<file path="config.mk">
export PLATFORM = sky130hd
export DESIGN_NAME = macrocell_bank
export DESIGN_NICKNAME = d
export VERILOG_FILES = /design/src/rtl/macrocell_bank.sv
export SDC_FILE = /design/constraint.sdc
export NUM_CORES = 1
export LEC_CHECK = 0
export ABC_AREA = 1
export BUFFER_PORTS_ARGS = -buffer_cell sky130_fd_sc_hd__buf_4
export CORE_UTILIZATION = 30
export DETAILED_ROUTE_END_ITERATION = 8
export PLACE_DENSITY = 0.75
export SLEW_MARGIN = 25
export SYNTH_ARGS = -nofsm -noshare
export SYNTH_HDL_FRONTEND = slang
export SYNTH_SLANG_ARGS = --single-unit
</file>
<file path="constraint.sdc">
create_clock -name clk -period 2.75 [get_ports clk]
set_input_delay 0.55 -clock clk [delete_from_list [all_inputs] [get_ports clk]]
set_output_delay 0.55 -clock clk [all_outputs]
set_load 0.05 [all_outputs]
</file>
<file path="src/rtl/macrocell_bank.sv">
module macrocell_bank #(
  parameter int CELLS = 8,
  parameter int TERMS = 8
) (
  input  logic                   clk,
  input  logic                   rst_n,
  input  logic [1:0]             mode_sel,
  input  logic [CELLS*TERMS-1:0] pterm,
  input  logic [CELLS-1:0]       cell_reg,
  input  logic [CELLS-1:0]       cell_out,
  input  logic [CELLS-1:0]       cell_inv,
  input  logic [CELLS-1:0]       pin_in,
  input  logic                   oe_n,
  input  logic                   gck_lvl,
  output logic [CELLS-1:0]       pin_drv,
  output logic [CELLS-1:0]       pin_en,
  output logic [CELLS-1:0]       fb
);
  localparam int HALF = CELLS / 2;

  logic [1:0]       mode_q;
  logic [CELLS-1:0] q;
  logic [CELLS-1:0] d_vec;
  logic             is_reg, is_cplx, is_simp;

  always_ff @(posedge clk)
    if (!rst_n) mode_q <= mode_sel;

  assign is_reg  = mode_q[1];
  assign is_cplx = (mode_q == 2'b01);
  assign is_simp = (mode_q == 2'b00);

  always_ff @(posedge clk or negedge rst_n)
    if (!rst_n)      q <= '0;
    else if (is_reg) q <= d_vec;

  for (genvar i = 0; i < CELLS; i++) begin : g_cell
    localparam bit CENTRE = (i == HALF - 1) || (i == HALF);
    logic [TERMS-1:0] t;
    logic s_all, s_rest, rcell, use_rest, comb_v;
    logic fb_simple, fb_cplx;

    assign t        = pterm[i*TERMS +: TERMS];
    assign s_all    = |t;
    assign s_rest   = |t[TERMS-1:1];
    assign rcell    = is_reg & cell_reg[i] & cell_out[i];
    assign use_rest = is_cplx | (is_reg & ~rcell);
    assign comb_v   = (use_rest ? s_rest : s_all) ^ cell_inv[i];
    assign d_vec[i] = s_all ^ cell_inv[i];

    if (i == 0) begin : g_lo
      assign fb_simple = oe_n;
      assign fb_cplx   = oe_n;
    end else if (i == CELLS - 1) begin : g_hi
      assign fb_simple = gck_lvl;
      assign fb_cplx   = gck_lvl;
    end else if (i < HALF) begin : g_lower
      assign fb_simple = pin_in[i-1];
      assign fb_cplx   = pin_in[i];
    end else begin : g_upper
      assign fb_simple = pin_in[i+1];
      assign fb_cplx   = pin_in[i];
    end

    assign pin_drv[i] = rcell ? ~q[i] : comb_v;

    always_comb begin
      if (is_reg) begin
        if (rcell)            pin_en[i] = ~oe_n;
        else if (cell_out[i]) pin_en[i] = t[0];
        else                  pin_en[i] = 1'b0;
      end else if (is_cplx) begin
        pin_en[i] = t[0];
      end else begin
        pin_en[i] = CENTRE ? 1'b1 : cell_out[i];
      end
    end

    always_comb begin
      if (is_reg)       fb[i] = rcell ? ~q[i] : pin_in[i];
      else if (is_cplx) fb[i] = fb_cplx;
      else              fb[i] = fb_simple;
    end
  end
endmodule

</file>
# == Yosys cells after proc, flatten, opt, wreduce, memory -nomap -nowiden ==
# Index checks and enable logic that the tools add are counted.
# totals
reg_bits,10
inputBits,102
out_inout_bits,24
# classes
n_eq_ne,1
n_mux,70
bitwise_logic,65
n_reduce_logical,16
# ops
op,count
$mux 1,70
$reduce_or 8->1,8
$reduce_or 7->1,8
$and 1x1->1,24
$not 1->1,17
$xor 1x1->1,16
$or 1x1->1,8
$eq 2x1->1 const B,1

# == Logic depth before layout (Yosys ltp) ==
# Gate-level depths: netlist of the first run.
# logic_depth
ltp_word,8
mapped_depth,11
depth_no_buf,10

# == Worst setup path after synthesis of the first run ==
# Ideal clock, no wire load.
# synth_path
path_kind,input port to output port
from,input oe_n
to,output pin_en[0]
t_arrival_ps,1954
required_time_ps,2200
path_slack_ps,246
cell_stages,3
n_path_buf,0
path_cell_list,inv_1 nor2_1 o311ai_1
# synth_via
elab_chain_len,3
# synth_lines
item,line,rtl
from (decl),13,"input logic oe_n,"
$not 1->1,69,if (rcell) pin_en[i] = ~oe_n;
$mux 1,69,
$mux 1,68,if (is_reg) begin
to (decl),16,"output logic [CELLS-1:0] pin_en,"
# No other way between the ends.

# == Final worst setup path of the first run ==
# layout_path
from,register mode_q[1]
to,output pin_drv[7]
# layout_via
elab_chain_len,8
word_cells_on_any_way,9
classes_between,eq/ne (1); mux (2); bitwise (6)
# layout_lines
item,line,rtl
from (decl),21,logic [1:0] mode_q;
from (signal assigned),27,if (!rst_n) mode_q <= mode_sel;
$and 1x1->1 (2 in a row),46,assign rcell = is_reg & cell_reg[i] & cell_out[i];
$not 1->1,47,assign use_rest = is_cplx | (is_reg & ~rcell);
$and 1x1->1,47,
$or 1x1->1,47,
$mux 1,48,assign comb_v = (use_rest ? s_rest : s_all) ^ cell_inv[i];
$xor 1x1->1,48,
$mux 1 *,65,assign pin_drv[i] = rcell ? ~q[i] : comb_v;
to (decl),15,"output logic [CELLS-1:0] pin_drv,"
# Every way passes the cells marked *; elsewhere a longest branch is shown, timed or not.

==> results of run 1 <==
[cells in the mapped netlist, drive strengths merged]
cell / n
nand4: 4
edfxtp: 2
nand3: 20
dfrtp: 8
a31oi: 1
nand2: 123
o221a: 1
inv: 46
nor2: 61
o311ai: 5
o221ai: 2
buf: 6
o211ai: 5
o21ai: 16
nor3: 8
o22ai: 8
[flip-flops by register name, summed over array words and instances, names as in the netlist]
| register | cells |
|---|---|
| q | 8 |
| mode_q | 2 |
[worst max-delay path by stage]
stage / cells past startpoint / to / slack, ns / from
3_5_place_dp: 5 / pin_en[0] / 0.65 / oe_n
6_report: 11 / pin_drv[7] / 0.42 / mode_q[1]
5_1_grt: 11 / pin_drv[7] / 0.21 / mode_q[1]
3_3_place_gp: 10 / pin_drv[7] / 0.67 / mode_q[1]
2_1_floorplan: 3 / pin_en[0] / 0.25 / oe_n
4_1_cts: 10 / pin_drv[7] / 0.41 / mode_q[1]
[worst max-delay path, delay by kind of cell (launching register included)]
kind | cells | cell delay [ns]
buf+inv | 3 | 0.51
flops | 1 | 0.36
simple gates | 8 | 0.66
[through the flow]
step	util	cells
2_1_floorplan	-	316
3_3_place_gp	0.5069	508
3_5_place_dp	0.5069	508
4_1_cts	0.5157	512
5_1_grt	0.5157	512
6_report	0.5157	512
[cells by family (layout without fill, tap and decap cells)]
group,Yosys count,count (layout),share of synthesized area
AOI/OAI and AO/OA,38,38,0.1552
buffers and inverters,52,178,0.1387
DFF,10,10,0.1639
and+or+nand+nor,216,216,0.5422
[layer usage]
layer  GRT usage  routed length [µm]  part of all wire
met1      0.2278                2291              0.43
met2      0.3383                2600              0.49
met3     0.02276                 367             0.069
met4     0.03774                  24            0.0045
met5           0                   0                 0
[where the power goes]
| group | switching [mW] | internal (mW) | total [mW] | leakage [nW] |
|---|---|---|---|---|
| Sequential | 0.00469 | 0.168 | 0.173 | 0.117 |
| Combinational | 0.304 | 0.202 | 0.505 | 1.35 |
| Clock | 0.0647 | 0.0983 | 0.163 | 0.0231 |
[area by class of cell]
| type | count | area (µm²) | share of cell area |
|---|---|---|---|
| flip-flops and latches | 10 | 260.3 | 0.09881 |
| multi-input cells | 254 | 1107 | 0.4204 |
| clock inverters | 1 | 3.754 | 0.001425 |
| repair buffers | 128 | 960.9 | 0.3648 |
| clock buffers | 3 | 41.29 | 0.01568 |
| well taps | 70 | 87.58 | 0.03325 |
| inverters | 46 | 172.7 | 0.06556 |
==> results.md, run 1 <==
- Status: completed
- Final setup vio count: 0
- Critical Path End Type: output pin
- CTS tree: built
- Yosys warns: 0
- Register bit total from synthesis: 10
- Worst Path Arrival: 1.78 ns
- Setup Buffers After CTS: 0
- CP dominant cell by count: nand2_1
- Global route overflow: 0
- Clk root buf: clkbuf_8
- Slew Limit Fails: 0
- Static Leak: 1.490 nW
- Synthesized area per cell: 5.025 µm²
- Routed WL per cell: 10.32 µm
- Startpoint types: register
- Final wirelength: 5284 µm
- Die Area: 5588 µm²
- Crit path time final: 2.329 ns
- Max_cap viols: 0
- Nets: 545
- Die Y: 74.75 µm
- Pin count of the biggest net entering global routing: 29
- CTS Buf Count: 3
- FILL cells: 553
- # hold bufs at CTS: 0
- Maximum VDD drop: 0.1710 mV
- Vias per inst: 4.600
- Final instance area: 2634 µm²
- CP Cell Sequence: buf_4 > nand3_1 > nand2_1 > inv_1 > nand2_1 > nand2_1 > nand2_1 > nand2_1 > nand2_1 > nand2_1 > buf_4
- First-pass GRT wire length: 8045 µm
- Antenna violations before repair: 0
- R2r startpoint: mode_q[1]
- Clock skew: 0.005015 ns
- Most frequent cells in the layout: 128 x buf_4, 122 x nand2_1, 60 x nor2_1, 45 x inv_1, 20 x nand3_1
- Commonest non-fill, non-tap cell in the layout: buf_4
- Reg2reg setup slack: 1.75 ns
- Worst slew pin tran: 0.3056 ns
- Post-Synthesis Cells: 316
- Placer Congestion: 0.7970
- Synth top area share: 0.2884
- Seq/Total Area, Yosys: 0.1639
- Clk Latency, worst-skew pair: 0.24 ns
- Die Wd: 74.75 µm
- Final Cycle Share: 0.8470
- Routed via count: 2355
- Vias in the first global route: 2006
- Worst path required time: 2.20 ns
- Placed inst area: 2589 µm²
- Cell variety after synth: 22
- Ratio of cells with drive above 1 in the final layout: 0.3054
- Critical path class: register to output pin
- Total Power: 0.8411 mW
- Cells on worst reg2reg path: 3
- CP max-delay cell: edfxtp_1
- CTS max path bufs: 2
- RR Endpoint: q[7]
- Dpl ws: 0.6534 ns
- Setup_tns: 0 ns
- Fmax: 0.4293 GHz
- Num rows: 26
- # IOs: 126
- Hold Path Class: input pin to asynchronous set/reset pin
- Initial core utilization: 0.3109
- Core area: 5107 µm²
- Endpoints failing hold: 0
- DP Wirelength: 4492 µm
- Slew HR: 0.7931
- Crit Path Max Fanout: 28
- H-tree depth: 1
- Post-Syn Nets: 418
- N_diodes: 0
- Hold Slack: 0.1411 ns
- Leading cell types by total area after synthesis: nand2_1 29%, nor2_1 14%, dfrtp_1 13%
- Worst Slack Setup Final: 0.4207 ns
- Power per cell area: 319.3 nW/µm²
- CTS resizes: 0
- Post-route antenna net violation count: 0
- Unrepaired setup endpoints after global routing: no
- Synth-to-Final Area Change: 65.88%
- Detailed Route Iter0 Violations: 90
- Clk sinks: 10
- CP peak stage delay: 0.36 ns
- Drt first pass iters: 4
- Post-synthesis cell area: 1588 µm²
- Residual DRC: 0
- Clock-pin slew on the worst setup and hold paths: 0.06 ns
- Total track usage: 0.1834
- # port buffers: 125
- Area leader, netlist: nand2_1
No activity file was read; power rests on OpenSTA's default activity.
==> inputs of run 2 (changes only) <==
- PLACE_DENSITY: 0.75 -> 0.77
- clock period: 2.75 -> 2 ns (I/O delays scaled with it)
==> run 2 against run 1 <==
Compared with the run above: the flow now finishes with violations (setup timing); critical path depth down 5; non-clock buffer count up 15; worst setup slack worse by 0.54 ns; flip-flop and latch count unchanged; sequential power up 40%; via count up 7.0%; critical endpoint is now fb[5].
==> results.md, run 2 (synthesized netlist as in run 1, its figures left out) <==
- Status: finished, violations left
- Failing checks: setup timing
- Synth-to-Final Area Change: 100.7%
- Endpoints failing hold: 0 (unchanged)
- Die Wd: 74.75 µm (unchanged)
- Global route overflow: 0 (unchanged)
- Clock skew: 0.004987 ns (-0.00002818 ns)
- FILL cells: 480 (-13%)
- CTS tree: built
- Static Leak: 1.634 nW (+9.7%)
- H-tree depth: 1 (unchanged)
- Residual DRC: 0 (unchanged)
- # IOs: 126 (unchanged)
- Setup_tns: -1.250 ns (-1.250 ns)
- Switching share of power: 0.4465 (+0.002856)
- Unrepaired setup endpoints after global routing: yes
- Clock share of power: 0.169 (-0.025)
- Routed via count: 2519 (+7.0%)
- Flop pwr share: 0.178 (-0.027)
- Core area: 5107 µm² (unchanged)
- Die Y: 74.75 µm (unchanged)
- Final Cycle Share: 1.059
- Largest register by flop count: q
- Final wirelength: 6352 µm (+20%)
- Metal-1 WL: 2530 µm (+10%)
- Placer Congestion: 0.7968 (about the same)
- Register Area: 260.3 µm² (unchanged)
- First-pass GRT wire length: 9052 µm (+13%)
- DR top layer: met4
- Ratio of cells with drive above 1 in the final layout: 0.4541 (+0.1487)
- Max_cap viols: 0 (unchanged)
- Critical path class: register to output pin
- Internal: 0.7524 mW (+61%)
- Commonest non-fill, non-tap cell in the layout: buf_4
- CP peak stage delay: 0.37 ns (about the same)
- CP dominant cell by count: clkinvlp_4
- Worst path required time: 1.60 ns (-0.60 ns)
- CTS max path bufs: 2 (unchanged)
- Post-route antenna net violation count: 0 (unchanged)
- Met2 routed WL: 3380 µm (+30%)
- Startpoint types: register
- Detailed Route Iter0 Violations: 79 (-12%)
- Routed WL per cell: 12.03 µm (+17%)
- Clk sinks: 10 (unchanged)
- Crit path time final: 2.117 ns
- Clk root buf: clkbuf_8
- Clock-pin slew on the worst setup and hold paths: 0.05 ns (about the same)
- Initial core utilization: 0.3109 (unchanged)
- DP Wirelength: 4442 µm (-1.1%)
- CP max-delay cell: edfxtp_1
- Slew HR: 0.7886 (-0.004428)
- Largest register FFs: 8 (unchanged)
- Die Area: 5588 µm² (unchanged)
- Total track usage: 0.2073 (+0.02388)
- Drt first pass iters: 6 (+2)
- Multi-input combinational cell area: 1410 µm² (+27%)
- Comb pwr share: 0.653 (+0.052)
- Largest regs: q (8), mode_q (2)
- Num rows: 26 (unchanged)
- Power per cell area: 426.5 nW/µm² (+34%)
- Dpl ws: 0.06551 ns (-0.5879 ns)
- Psw: 0.6069 mW (+63%)
- Worst Path Arrival: 1.72 ns (-0.06 ns)
- Routed wl met3: 349 µm (-4.9%)
- Maximum VDD drop: 0.2183 mV (+28%)
- Most frequent cells in the layout: 117 x buf_4, 98 x nand2_1, 60 x nor2_1, 32 x inv_1, 23 x nand2_2
- Clk Latency, worst-skew pair: 0.24 ns (about the same)
- Final instance area: 3187 µm² (+21%)
- Slew Limit Fails: 0 (unchanged)
- Final setup vio count: 20 (+20)
- Antenna violations before repair: 0 (unchanged)
- Crit path max-delay family: buffers and inverters
- CP Cell Sequence: clkinvlp_4 > nand2_8 > clkinvlp_4 > nand2_1 > o211ai_1 > buf_4
- Placed inst area: 2658 µm² (+2.7%)
- Worst slew pin tran: 0.3167 ns (+0.01112 ns)
- Nets: 561 (+2.9%)
- Pin count of the biggest net entering global routing: 15 (-48%)
- Fmax: 0.4724 GHz
- Critical Path End Type: output pin
- Vias per inst: 4.771 (+3.7%)
- Hold Path Class: input pin to register
- N_diodes: 0 (unchanged)
- Vias in the first global route: 2254 (+12%)
- Worst path bufs/invs: 3 (unchanged)
- Worst Slack Setup Final: -0.1171 ns (-0.5378 ns)
- CTS Buf Count: 3 (unchanged)
- # port buffers: 125 (unchanged)
- Crit Path Max Fanout: 8 (-71%)
## run 2: cell types whose count changed in the layout (fill, tap and decap cells not counted), sizes merged
cell         change
dlygate4sd3      +1
buf             +14
nand2            +1
inv              -2
clkinv           -1
clkinvlp         +2
clkbuf           +1
## run 2: worst paths after layout
check / start / to / slack (ns) / cells past startpoint
max: mode_q[0] / fb[5] / -0.12 / 6
min: mode_sel[0] / mode_q[0] / 0.35 / 1
max reg2reg: mode_q[1] / q[0] / 0.83 / 4
min reg2reg: q[1] / q[1] / 0.53 / 2
max in group asynchronous: rst_n / q[1] / 1.31 / 2
min in group asynchronous: rst_n / q[5] / 0.54 / 2
## run 2: power groups by stage
| stage | clock, mW | sequential (mW) | combinational, mW |
|---|---|---|---|
| 6_report | 0.230 | 0.242 | 0.888 |
| 5_1_grt | 0.246 | 0.243 | 0.944 |
| 4_1_cts | 0.233 | 0.240 | 0.796 |
| 3_5_place_dp | 0 | 0.243 | 0.717 |
| 3_3_place_gp | 0 | 0.242 | 0.710 |
| 2_1_floorplan | 0 | 0.240 | 0.419 |
## run 2: metrics by stage
| step | util | hold slack (ns) | power (mW) | cells |
|---|---|---|---|---|
| floorplan | - | 0.1044 | 0.6584 | 316 |
| global placement | 0.5203 | 0.2400 | 0.9515 | 509 |
| detailed placement | 0.5203 | 0.2378 | 0.9594 | 509 |
| CTS | 0.5747 | 0.3428 | 1.269 | 523 |
| global route | 0.6240 | 0.3365 | 1.434 | 528 |
| finish | 0.6240 | 0.3501 | 1.359 | 528 |
## run 2: area by class of cell
type | count | area share
sequential | 10 | 0.08166
inverter | 46 | 0.05811
tap | 70 | 0.02748
multi-input combinational | 255 | 0.4425
clock buffer | 4 | 0.01413
timing repair buffer | 143 | 0.3761
## run 2: repair_timing
action / CTS / global route
endpoints found under the hold margin: 8 / 0
setup buffers: 8 / 4
hold buffers: 1 / 0
gates cloned: 1 / 1
setup endpoints to repair: 21 / 24
resized for setup: 33 / 66
pin swaps: 4 / 12
## run 2: metal layers
layer / GRT usage / vias to the layer above
met5: 0 / -
met4: 0.04612 / 0
met3: 0.04418 / 10
met2: 0.3994 / 83
met1: 0.2311 / 1126
li1: - / 1300
